### config.mk
export PLATFORM = sky130hd
export DESIGN_NAME = xcvr_dual_reg
export DESIGN_NICKNAME = d
export VERILOG_FILES = /design/src/rtl/xcvr_pkg.sv /design/src/rtl/xcvr_strobe_det.sv /design/src/rtl/xcvr_store_reg.sv /design/src/rtl/xcvr_out_path.sv /design/src/rtl/xcvr_lane.sv /design/src/rtl/xcvr_dual_reg.sv
export SDC_FILE = /design/constraint.sdc
export NUM_CORES = 1
export LEC_CHECK = 0
export CAP_MARGIN = 20
export CELL_PAD_IN_SITES_DETAIL_PLACEMENT = 1
export CELL_PAD_IN_SITES_GLOBAL_PLACEMENT = 2
export CORE_AREA = 2 2 95 97
export DETAILED_ROUTE_END_ITERATION = 8
export DIE_AREA = 0 0 97 99
export GPL_ROUTABILITY_DRIVEN = 0
export HOLD_SLACK_MARGIN = 0.06
export PLACE_DENSITY = 0.9
export SYNTH_ARGS = -nofsm -noshare
export SYNTH_HDL_FRONTEND = slang
export SYNTH_SLANG_ARGS = --single-unit
### constraint.sdc
create_clock -name clk -period 1.6 [get_ports clk]
set_input_delay 0.32 -clock clk [delete_from_list [all_inputs] [get_ports clk]]
set_output_delay 0.32 -clock clk [all_outputs]
set_load 0.02 [all_outputs]
### src/rtl/xcvr_pkg.sv
`timescale 1ns/1ps
package xcvr_pkg;

   typedef enum logic {
      SRC_LIVE = 1'b0,
      SRC_HELD = 1'b1
   } src_sel_e;

   typedef struct packed {
      logic cap_ab;
      logic cap_ba;
      logic pick_ab;
      logic pick_ba;
      logic drv_b;
      logic drv_a_n;
   } lane_ctl_t;

endpackage

### src/rtl/xcvr_strobe_det.sv
`timescale 1ns/1ps
module xcvr_strobe_det #(
   parameter int EDGE_MODE = 1
) (
   input  logic clk,
   input  logic rst_n,
   input  logic strobe,
   output logic load
);

   generate
      if (EDGE_MODE != 0) begin : g_edge
         logic prev_q;
         always_ff @(posedge clk or negedge rst_n) begin
            if (!rst_n) prev_q <= 1'b1;
            else        prev_q <= strobe;
         end
         assign load = strobe & ~prev_q;
      end else begin : g_level
         logic unused_clk;
         assign unused_clk = clk ^ rst_n;
         assign load = strobe;
      end
   endgenerate

endmodule

### src/rtl/xcvr_store_reg.sv
`timescale 1ns/1ps
module xcvr_store_reg #(
   parameter int W = 8
) (
   input  logic         clk,
   input  logic         rst_n,
   input  logic         load,
   input  logic [W-1:0] d,
   output logic [W-1:0] q
);

   always_ff @(posedge clk or negedge rst_n) begin
      if (!rst_n)    q <= '0;
      else if (load) q <= d;
   end

   AST_LOAD_TAKES_BUS: assert property (@(posedge clk) disable iff (!rst_n)
      load |=> (q == $past(d)));
   AST_IDLE_KEEPS: assert property (@(posedge clk) disable iff (!rst_n)
      !load |=> $stable(q));

endmodule

### src/rtl/xcvr_out_path.sv
`timescale 1ns/1ps
module xcvr_out_path
   import xcvr_pkg::*;
#(
   parameter int W = 8
) (
   input  logic [W-1:0] live,
   input  logic [W-1:0] stored,
   input  logic         pick_reg,
   input  logic         drive,
   output logic [W-1:0] out,
   output logic [W-1:0] oe
);

   src_sel_e src;
   assign src = src_sel_e'(pick_reg);

   always_comb begin
      unique case (src)
         SRC_HELD: out = stored;
         default:  out = live;
      endcase
   end

   assign oe = {W{drive}};

endmodule

### src/rtl/xcvr_lane.sv
`timescale 1ns/1ps
module xcvr_lane
   import xcvr_pkg::*;
#(
   parameter int W         = 8,
   parameter int EDGE_MODE = 1
) (
   input  logic         clk,
   input  logic         rst_n,
   input  lane_ctl_t    ctl,
   input  logic [W-1:0] a_in,
   input  logic [W-1:0] b_in,
   output logic [W-1:0] a_out,
   output logic [W-1:0] a_oe,
   output logic [W-1:0] b_out,
   output logic [W-1:0] b_oe
);

   logic         load_ab, load_ba;
   logic [W-1:0] ab_q, ba_q;

   xcvr_strobe_det #(.EDGE_MODE(EDGE_MODE)) i_det_ab (
      .clk(clk), .rst_n(rst_n), .strobe(ctl.cap_ab), .load(load_ab));
   xcvr_strobe_det #(.EDGE_MODE(EDGE_MODE)) i_det_ba (
      .clk(clk), .rst_n(rst_n), .strobe(ctl.cap_ba), .load(load_ba));

   xcvr_store_reg #(.W(W)) i_reg_ab (
      .clk(clk), .rst_n(rst_n), .load(load_ab), .d(a_in), .q(ab_q));
   xcvr_store_reg #(.W(W)) i_reg_ba (
      .clk(clk), .rst_n(rst_n), .load(load_ba), .d(b_in), .q(ba_q));

   xcvr_out_path #(.W(W)) i_path_b (
      .live(a_in), .stored(ab_q), .pick_reg(ctl.pick_ab),
      .drive(ctl.drv_b), .out(b_out), .oe(b_oe));
   xcvr_out_path #(.W(W)) i_path_a (
      .live(b_in), .stored(ba_q), .pick_reg(ctl.pick_ba),
      .drive(~ctl.drv_a_n), .out(a_out), .oe(a_oe));

   AST_LIVE_TO_B: assert property (@(posedge clk) disable iff (!rst_n)
      !ctl.pick_ab |-> (b_out == a_in));
   AST_LIVE_TO_A: assert property (@(posedge clk) disable iff (!rst_n)
      !ctl.pick_ba |-> (a_out == b_in));
   AST_STORED_TO_B: assert property (@(posedge clk) disable iff (!rst_n)
      ctl.pick_ab |-> (b_out == ab_q));
   AST_STORED_TO_A: assert property (@(posedge clk) disable iff (!rst_n)
      ctl.pick_ba |-> (a_out == ba_q));

   generate
      if (EDGE_MODE != 0) begin : g_edge_chk
         AST_HIGH_STROBE_NO_RELOAD: assert property (@(posedge clk) disable iff (!rst_n)
            (ctl.cap_ab && $past(ctl.cap_ab)) |=> $stable(ab_q));
      end
   endgenerate

endmodule

### src/rtl/xcvr_dual_reg.sv
`timescale 1ns/1ps
module xcvr_dual_reg
   import xcvr_pkg::*;
#(
   parameter int LANE_W    = 8,
   parameter int NUM_LANES = 2,
   parameter int EDGE_MODE = 1
) (
   input  logic                          clk,
   input  logic                          rst_n,
   input  logic [NUM_LANES-1:0]          a2b_strobe,
   input  logic [NUM_LANES-1:0]          b2a_strobe,
   input  logic [NUM_LANES-1:0]          a2b_pick_reg,
   input  logic [NUM_LANES-1:0]          b2a_pick_reg,
   input  logic [NUM_LANES-1:0]          b_drive_en,
   input  logic [NUM_LANES-1:0]          a_drive_en_n,
   input  logic [LANE_W*NUM_LANES-1:0]   a_in,
   input  logic [LANE_W*NUM_LANES-1:0]   b_in,
   output logic [LANE_W*NUM_LANES-1:0]   a_out,
   output logic [LANE_W*NUM_LANES-1:0]   a_oe,
   output logic [LANE_W*NUM_LANES-1:0]   b_out,
   output logic [LANE_W*NUM_LANES-1:0]   b_oe
);

   localparam int BUS_W = LANE_W * NUM_LANES;

   generate
      if (LANE_W < 1) begin : g_bad_width
         $error("xcvr_dual_reg: LANE_W must be at least 1");
      end
      if (NUM_LANES < 1) begin : g_bad_lanes
         $error("xcvr_dual_reg: NUM_LANES must be at least 1");
      end
      if (EDGE_MODE != 0 && EDGE_MODE != 1) begin : g_bad_mode
         $error("xcvr_dual_reg: EDGE_MODE must be 0 or 1");
      end
      if (BUS_W < 1) begin : g_bad_bus
         $error("xcvr_dual_reg: empty bus");
      end
   endgenerate

   generate
      for (genvar k = 0; k < NUM_LANES; k++) begin : g_lane
         lane_ctl_t ctl;
         assign ctl.cap_ab  = a2b_strobe[k];
         assign ctl.cap_ba  = b2a_strobe[k];
         assign ctl.pick_ab = a2b_pick_reg[k];
         assign ctl.pick_ba = b2a_pick_reg[k];
         assign ctl.drv_b   = b_drive_en[k];
         assign ctl.drv_a_n = a_drive_en_n[k];

         xcvr_lane #(.W(LANE_W), .EDGE_MODE(EDGE_MODE)) i_lane (
            .clk   (clk),
            .rst_n (rst_n),
            .ctl   (ctl),
            .a_in  (a_in [k*LANE_W +: LANE_W]),
            .b_in  (b_in [k*LANE_W +: LANE_W]),
            .a_out (a_out[k*LANE_W +: LANE_W]),
            .a_oe  (a_oe [k*LANE_W +: LANE_W]),
            .b_out (b_out[k*LANE_W +: LANE_W]),
            .b_oe  (b_oe [k*LANE_W +: LANE_W])
         );
      end
   endgenerate

endmodule

# Yosys cells after proc, flatten, opt, wreduce, memory -nomap -nowiden
# Cells that the tools add are included.
dict set report op_classes {
  n_shift 0
  n_bitwise 10
  n_div 0
  muxes 4
  n_addsub 0
  order_cmp 0
  n_eq_ne 0
  reduce_logical 0
  n_mul 0
}
# operator n
set op_table {}
lappend op_table {{8-bit 2-to-1 mux} 4}
lappend op_table {{1-bit inverter} 6}
lappend op_table {{1-bit bitwise AND} 4}
dict set report totals {
  latch_bits 0
  mem_bits_ro 0
  register_bits 36
  ramBits 0
  out_inout_bits 64
  mem_count 0
  input_bits 46
}

# Logic depth before layout (Yosys ltp)
# Gate-level depths: netlist of the first run.
dict set report depth {
  ltp_word 2
  mapped_depth 3
  mapped_depth_nobuf 2
}

# Modules after synthesis
# A second synthesis of the first run with hierarchy kept.
dict set report unflattened {
  hier_cells 146
  hier_area_um2 2259.7
}
# mod n_inst area_each_um2 seq_area_each_um2 cells_each
set by_module_without_submodules {}
lappend by_module_without_submodules {xcvr_store_reg 4 331.6 200.2 17}
lappend by_module_without_submodules {xcvr_out_path 4 191.4 0.0 17}
lappend by_module_without_submodules {xcvr_strobe_det 4 40.0 26.3 2}
lappend by_module_without_submodules {xcvr_lane 2 3.8 0.0 1}

# Worst setup path before layout of the first run
# No wires, ideal clock.
dict set report synth_path {
  path_type {input to output}
  from {input b2a_pick_reg[0]}
  to {output a_out[0]}
  setup_slack_ps 396
  required_time_ps 1280
  arrival_time_ps 884
  cell_stages 2
  cell_sequence {buf_2 -> mux2_2}
}
dict set report synth_via {
  elab_chain_len 1
}
# item line
set synth_lines {}
lappend synth_lines {{start: declaration} xcvr_dual_reg.sv:14} ;# input logic [NUM_LANES-1:0] b2a_pick_reg,
lappend synth_lines {{8-bit 2-to-1 mux} xcvr_out_path.sv:19} ;# unique case (src)
lappend synth_lines {{end: declaration} xcvr_dual_reg.sv:19} ;# output logic [LANE_W*NUM_LANES-1:0] a_out,
# Every way passes these cells.

# Worst setup path after layout of the first run
dict set report layout_path {
  from {input a_drive_en_n[1]}
  to {output a_oe[11]}
}
dict set report layout_via {
  elab_chain_len 1
}
# item line
set layout_lines {}
lappend layout_lines {{start: declaration} xcvr_dual_reg.sv:16} ;# input logic [NUM_LANES-1:0] a_drive_en_n,
lappend layout_lines {{1-bit inverter} xcvr_lane.sv:37} ;# .drive(~ctl.drv_a_n), .out(a_out), .oe(a_oe));
lappend layout_lines {{end: declaration} xcvr_dual_reg.sv:20} ;# output logic [LANE_W*NUM_LANES-1:0] a_oe,
# Every way passes these cells.

==> flow_metrics.tcl, run 1 <==
set metrics [dict create \
    finalHoldViolCount 0 \
    grt_pass1_wl_um 7840 \
    fill_cells 930 \
    htree_levels 2 \
    core_um2 8550 \
    vias_per_cell 4.06 \
    ys_warn_count 0 \
    path_max_fanout 8 \
    final_cell_mix "38 x clkdlybuf4s50_1, 32 x mux2_2, 32 x mux2_4, 32 x dfrtp_1, 31 x buf_2" \
    first_iter_violations 12 \
    final-setup-viol-count 0 \
    drive_gt1_frac 0.595 \
    layout_commonest_cell "clkdlybuf4s50_1" \
    num_antenna_cells 0 \
    portBuffers 91 \
    worst_slew_pin_slew_ns 0.428 \
    nNetsFinal 272 \
    clkTransAtPathRegs_ns 0.07 \
    reg2reg_depth 2 \
    areaGrowthSynthToFinish_pct 42.5 \
    antenna_left 0 \
    status "complete, no violations" \
    dr.pass1.iters 3 \
    multi_input_area_um2 896 \
    endpoint_kind "output pin" \
    remaining_drc_errors 0 \
    synth_area_per_cell_um2 14.5 \
    p_leak_nw 1.41 \
    fmax_mhz 638 \
    clock_latency_ns 0.28 \
    synth_cell_types 10 \
    path_class "in -> out" \
    ir_drop_mv 0.288 \
    grt_pass1_vias 1552 \
    fin_crit_ns 1.57 \
    final.setup_skew_ns 0.00323 \
    post-dp-hpwl_um 3480 \
    die_x_um 97 \
    cts_tree "yes" \
    post_cts_buffers 0 \
    rsz0062_at_grt "yes" \
    netlist_area_um2 2110 \
    utilization 0.353 \
    wl_per_cell_um 13.8 \
    numCtsBuffers 5 \
    rows 34 \
    cap_violations 0 \
    power_density_nw_per_um2 886 \
    slew_viol_final 0 \
    syn_nets 192 \
    synth-seq-cells 36 \
    clk_path_buf_depth 2 \
    start_util 0.247 \
    min_path_cells 1 \
    seq_area_frac_synth 0.428 \
    die_h_um 99 \
    seq_area_um2 906 \
    period_share 0.979 \
    cts_sinks 36 \
    crit_required_ns 1.28 \
    overflow 0 \
    routed_wl_um 4620 \
    cp.arrival_ns 1.25 \
    min_path_type "in -> reg" \
    antenna_found_initial 0 \
    worstSetupStartpointType "primary input" \
    grt_use_total 0.100 \
    boundaryPins 110 \
    root_buffer "clkbuf_8" \
    num_vias 1359 \
    grt_max_degree 21 \
    die_area_um2 9600 \
    setup-tns-final_ns 0 \
    syn-instance-count 146 \
    slew_headroom 0.714 \
]
==> logic make-up after synthesis <==
family	count (synthesis)	share of synthesized area
muxes	64	0.398
buffers and inverters	42	0.148
DFF	36	0.428
and+or+nand+nor	4	0.0260
==> synth_stat cells <==
| cell type | n | area, µm² |
|---|---|---|
| buf_6 | 4 | 45.0 |
| nor2b_4 | 2 | 27.5 |
| mux2_2 | 32 | 360 |
| buf_4 | 32 | 240 |
| mux2_4 | 32 | 480 |
| inv_1 | 2 | 7.51 |
| buf_2 | 4 | 20.0 |
| dfstp_2 | 4 | 105 |
| nand2b_4 | 2 | 27.5 |
| dfrtp_1 | 32 | 801 |
==> power breakdown <==
group          internal (W)  switching [W]
clock network      0.000393       0.000324
registers           0.00104      0.0000666
logic              0.000491       0.000357
total               0.00192       0.000747
==> routing by layer <==
layer	vias to the layer above	routed length (µm)	share of wire	track usage
met5	-	0	0	0
met3	11	354	0.077	0.0326
li1	628	-	-	-
met4	0	55	0.012	0.0271
met1	654	2110	0.46	0.129
met2	66	2100	0.45	0.162
==> per-stage QoR <==
step / total power (W) / std cells / area (µm²) / hold slack, ns / setup slack, ns
3_3_place_gp: 0.00207 / 326 / 3080 / 0.294 / -0.559
6_report: 0.00267 / 335 / 3010 / 0.479 / 0.0333
2_1_floorplan: 0.00170 / 146 / 2110 / 0.0244 / 0.396
4_1_cts: 0.00277 / 335 / 3090 / 0.462 / 0.000678
5_1_grt: 0.00283 / 335 / 3010 / 0.461 / -0.0428
3_5_place_dp: 0.00209 / 326 / 3080 / 0.285 / -0.579
==> sequential cells by signal, summed over array words and instances, names as in the netlist <==
name / cells
g_lane.i_lane.i_reg_ab.q: 16
g_lane.i_lane.i_reg_ba.q: 16
g_lane.i_lane.i_det_ab.g_edge.prev_q: 2
g_lane.i_lane.i_det_ba.g_edge.prev_q: 2
==> final cells by class <==
class	count	area share
clock buffers	8	0.0332
flip-flops and latches	36	0.301
well taps	108	0.0448
inverters	2	0.00249
multi-input cells	68	0.297
repair buffers	113	0.322
==> worst max-delay path: stages <==
cell	delay [ns]
clkdlybuf4s50_1	0.39
inv_1	0.17
dlygate4sd2_1	0.37
==> worst paths after layout <==
| path | startpoint | endpoint | slack (ns) |
|---|---|---|---|
| max in group asynchronous | rst_n | g_lane[0].i_lane.i_det_ba.g_edge.prev_q$_DFF_PN1_ | 0.55 |
| min in group asynchronous | rst_n | g_lane[1].i_lane.i_reg_ba.q[4]$_DFFE_PN0P_ | 0.51 |
| max | a_drive_en_n[1] | a_oe[11] | 0.03 |
| min | b2a_strobe[1] | g_lane[1].i_lane.i_det_ba.g_edge.prev_q$_DFF_PN1_ | 0.48 |
| min reg2reg | g_lane[1].i_lane.i_reg_ab.q[4]$_DFFE_PN0P_ | g_lane[1].i_lane.i_reg_ab.q[4]$_DFFE_PN0P_ | 0.51 |
| max reg2reg | g_lane[0].i_lane.i_det_ab.g_edge.prev_q$_DFF_PN1_ | g_lane[0].i_lane.i_reg_ab.q[1]$_DFFE_PN0P_ | 0.43 |
==> what timing repair did <==
item	in CTS	in global routing
pin swaps	0	0
endpoints found under the hold margin	14	0
hold buffers	1	0
gates resized for setup	139	20
setup endpoints to repair	48	23
gates cloned	0	0
Note: power is estimated with default switching activity, not from simulation.
==> run 2: changes to the inputs <==
MAX_ROUTING_LAYER = met4   (was default)
==> run 2 against run 1 <==
  * Clock power hardly changed
  * Clock skew is 0.00078 ns lower
  * Global-route usage is 0.30 points higher
  * Setup slack stayed put
  * Maximum frequency stayed put
  * Sequential share of layout area stayed put
  * Worst hold slack better by 0.00052 ns
  * Non-clock buffer count stayed put
  * Power is 0.11% lower
  * Flip-flop and latch count stayed put
  * Wire length is 0.80% lower
  * Die area stayed put
  * Critical path type unchanged
==> flow_metrics.tcl, run 2 (synthesis results as in run 1) <==
set metrics [dict create \
    fin_cells 335 \
    cp.arrival_ns 1.25 \
    first_iter_violations 12 \
    die_area_um2 9600 \
    worstReg2RegStart "g_lane[0].i_lane.i_det_ab.g_edge.prev_q$_DFF_PN1_" \
    place_area_um2 3080 \
    endpoint_kind "output pin" \
    final_cell_mix "38 x clkdlybuf4s50_1, 32 x mux2_2, 32 x mux2_4, 32 x dfrtp_1, 31 x buf_2" \
    antenna_found_initial 0 \
    power.total_w 0.00267 \
    path_max_fanout 8 \
    remaining_drc_errors 0 \
    die_x_um 97 \
    cts_sinks 36 \
    setup_ws_ns 0.0333 \
    finalHoldViolCount 0 \
    path_class "in -> out" \
    cts_tree "yes" \
    final-setup-viol-count 0 \
    crit_required_ns 1.28 \
    areaGrowthSynthToFinish_pct 42.5 \
    grt_max_degree 21 \
    fmax_mhz 638 \
    num_vias 1363 \
    dr.pass1.iters 3 \
    grt_pass1_wl_um 7850 \
    worstSetupStartpointType "primary input" \
    fin_crit_ns 1.57 \
    grt_use_total 0.103 \
    die_h_um 99 \
    clk_path_buf_depth 2 \
    htree_levels 2 \
    layout_commonest_cell "clkdlybuf4s50_1" \
    numCtsBuffers 5 \
    cp_cell_sequence "clkdlybuf4s50_1, inv_1, dlygate4sd2_1" \
    cap_violations 0 \
    vias_per_cell 4.07 \
    portBuffers 91 \
    pre_cts_ws_ns -0.579 \
    num_antenna_cells 0 \
    ir_drop_mv 0.288 \
    root_buffer "clkbuf_8" \
    post-route-cell-area_um2 3010 \
    period_share 0.979 \
    fill_cells 930 \
    rsz0062_at_grt "yes" \
    path_buf_inv 3 \
    overflow 0 \
    routed_wl_um 4580 \
    worst_slew_pin_slew_ns 0.426 \
    rows 34 \
    min_path_type "in -> reg" \
    dp_cells 326 \
    crit_start "a_drive_en_n[1]" \
    antenna_left 0 \
    path_delay_family "buffers and inverters" \
    boundaryPins 110 \
    final.setup_skew_ns 0.00245 \
    post-dp-hpwl_um 3480 \
    cpMaxStageDelayCell "clkdlybuf4s50_1" \
    worstHoldStart "b2a_strobe[1]" \
    core_um2 8550 \
    reg.largest.list "g_lane.i_lane.i_reg_ab.q x16, g_lane.i_lane.i_reg_ba.q x16" \
    slew_viol_final 0 \
    power_density_nw_per_um2 885 \
    grt_pass1_vias 1549 \
    utilization 0.353 \
    wl_per_cell_um 13.7 \
    slew_headroom 0.716 \
    clkTransAtPathRegs_ns 0.07 \
    clock_latency_ns 0.28 \
    start_util 0.247 \
    cpPeakStageDelay_ns 0.39 \
    drive_gt1_frac 0.595 \
    status "complete, no violations" \
    p_leak_nw 1.41 \
    nNetsFinal 272 \
]
-- run 2: final timing paths --
kind,to,slack (ns),depth (start not counted)
max,a_oe[11],0.03,3
min,g_lane[1].i_lane.i_det_ba.g_edge.prev_q$_DFF_PN1_,0.48,1
max reg2reg,g_lane[0].i_lane.i_reg_ab.q[1]$_DFFE_PN0P_,0.43,2
min reg2reg,g_lane[1].i_lane.i_reg_ab.q[4]$_DFFE_PN0P_,0.51,1
max in group asynchronous,g_lane[0].i_lane.i_det_ba.g_edge.prev_q$_DFF_PN1_,0.55,3
min in group asynchronous,g_lane[1].i_lane.i_reg_ba.q[4]$_DFFE_PN0P_,0.51,2
-- run 2: what timing repair did --
action / CTS / global route
hold buffers: 1 / 0
gates resized for setup: 139 / 20
endpoints found under the setup margin: 48 / 23
setup buffers: 0 / 0
hold endpoints to repair: 14 / 0
-- run 2: area by class of cell --
cell class                      instances  area (µm²)  area share
Sequential cell                        36         906       0.301
Clock buffer                            8         100      0.0332
Tap cell                              108         135      0.0448
Timing Repair Buffer                  113         970       0.322
Inverter                                2        7.51     0.00249
Multi-Input combinational cell         68         896       0.297
-- run 2: stage by stage --
step                TNS (ns)  hold slack, ns
detailed placement    -21.85           0.285
floorplan                  0          0.0244
finish                     0           0.479
global placement      -20.81           0.294
global route          -0.272           0.461
CTS                        0           0.462
-- run 2: per-layer routing --
layer	vias up	routed length, µm	global-route usage
met5	-	0	-
met4	0	64	0.0271
met3	11	345	0.0319
met2	65	2050	0.161
met1	658	2110	0.130
li1	629	-	-
-- run 2: power by group --
group,internal (W),switching [W]
clock,0.000393,0.000321
combinational,0.000491,0.000357
sequential,0.00104,0.0000666
-- run 2: worst reg2reg max path, stage by stage, from the launching register on --
cell	delay (ns)
dfstp_2	0.52
nand2b_4	0.21
mux2_4	0.32
==> run 3: changes to the inputs <==
CAP_MARGIN = default   (was 20)
==> results of run 3 <==
No change in the layout: final DEF, timing and power equal those of run 2.
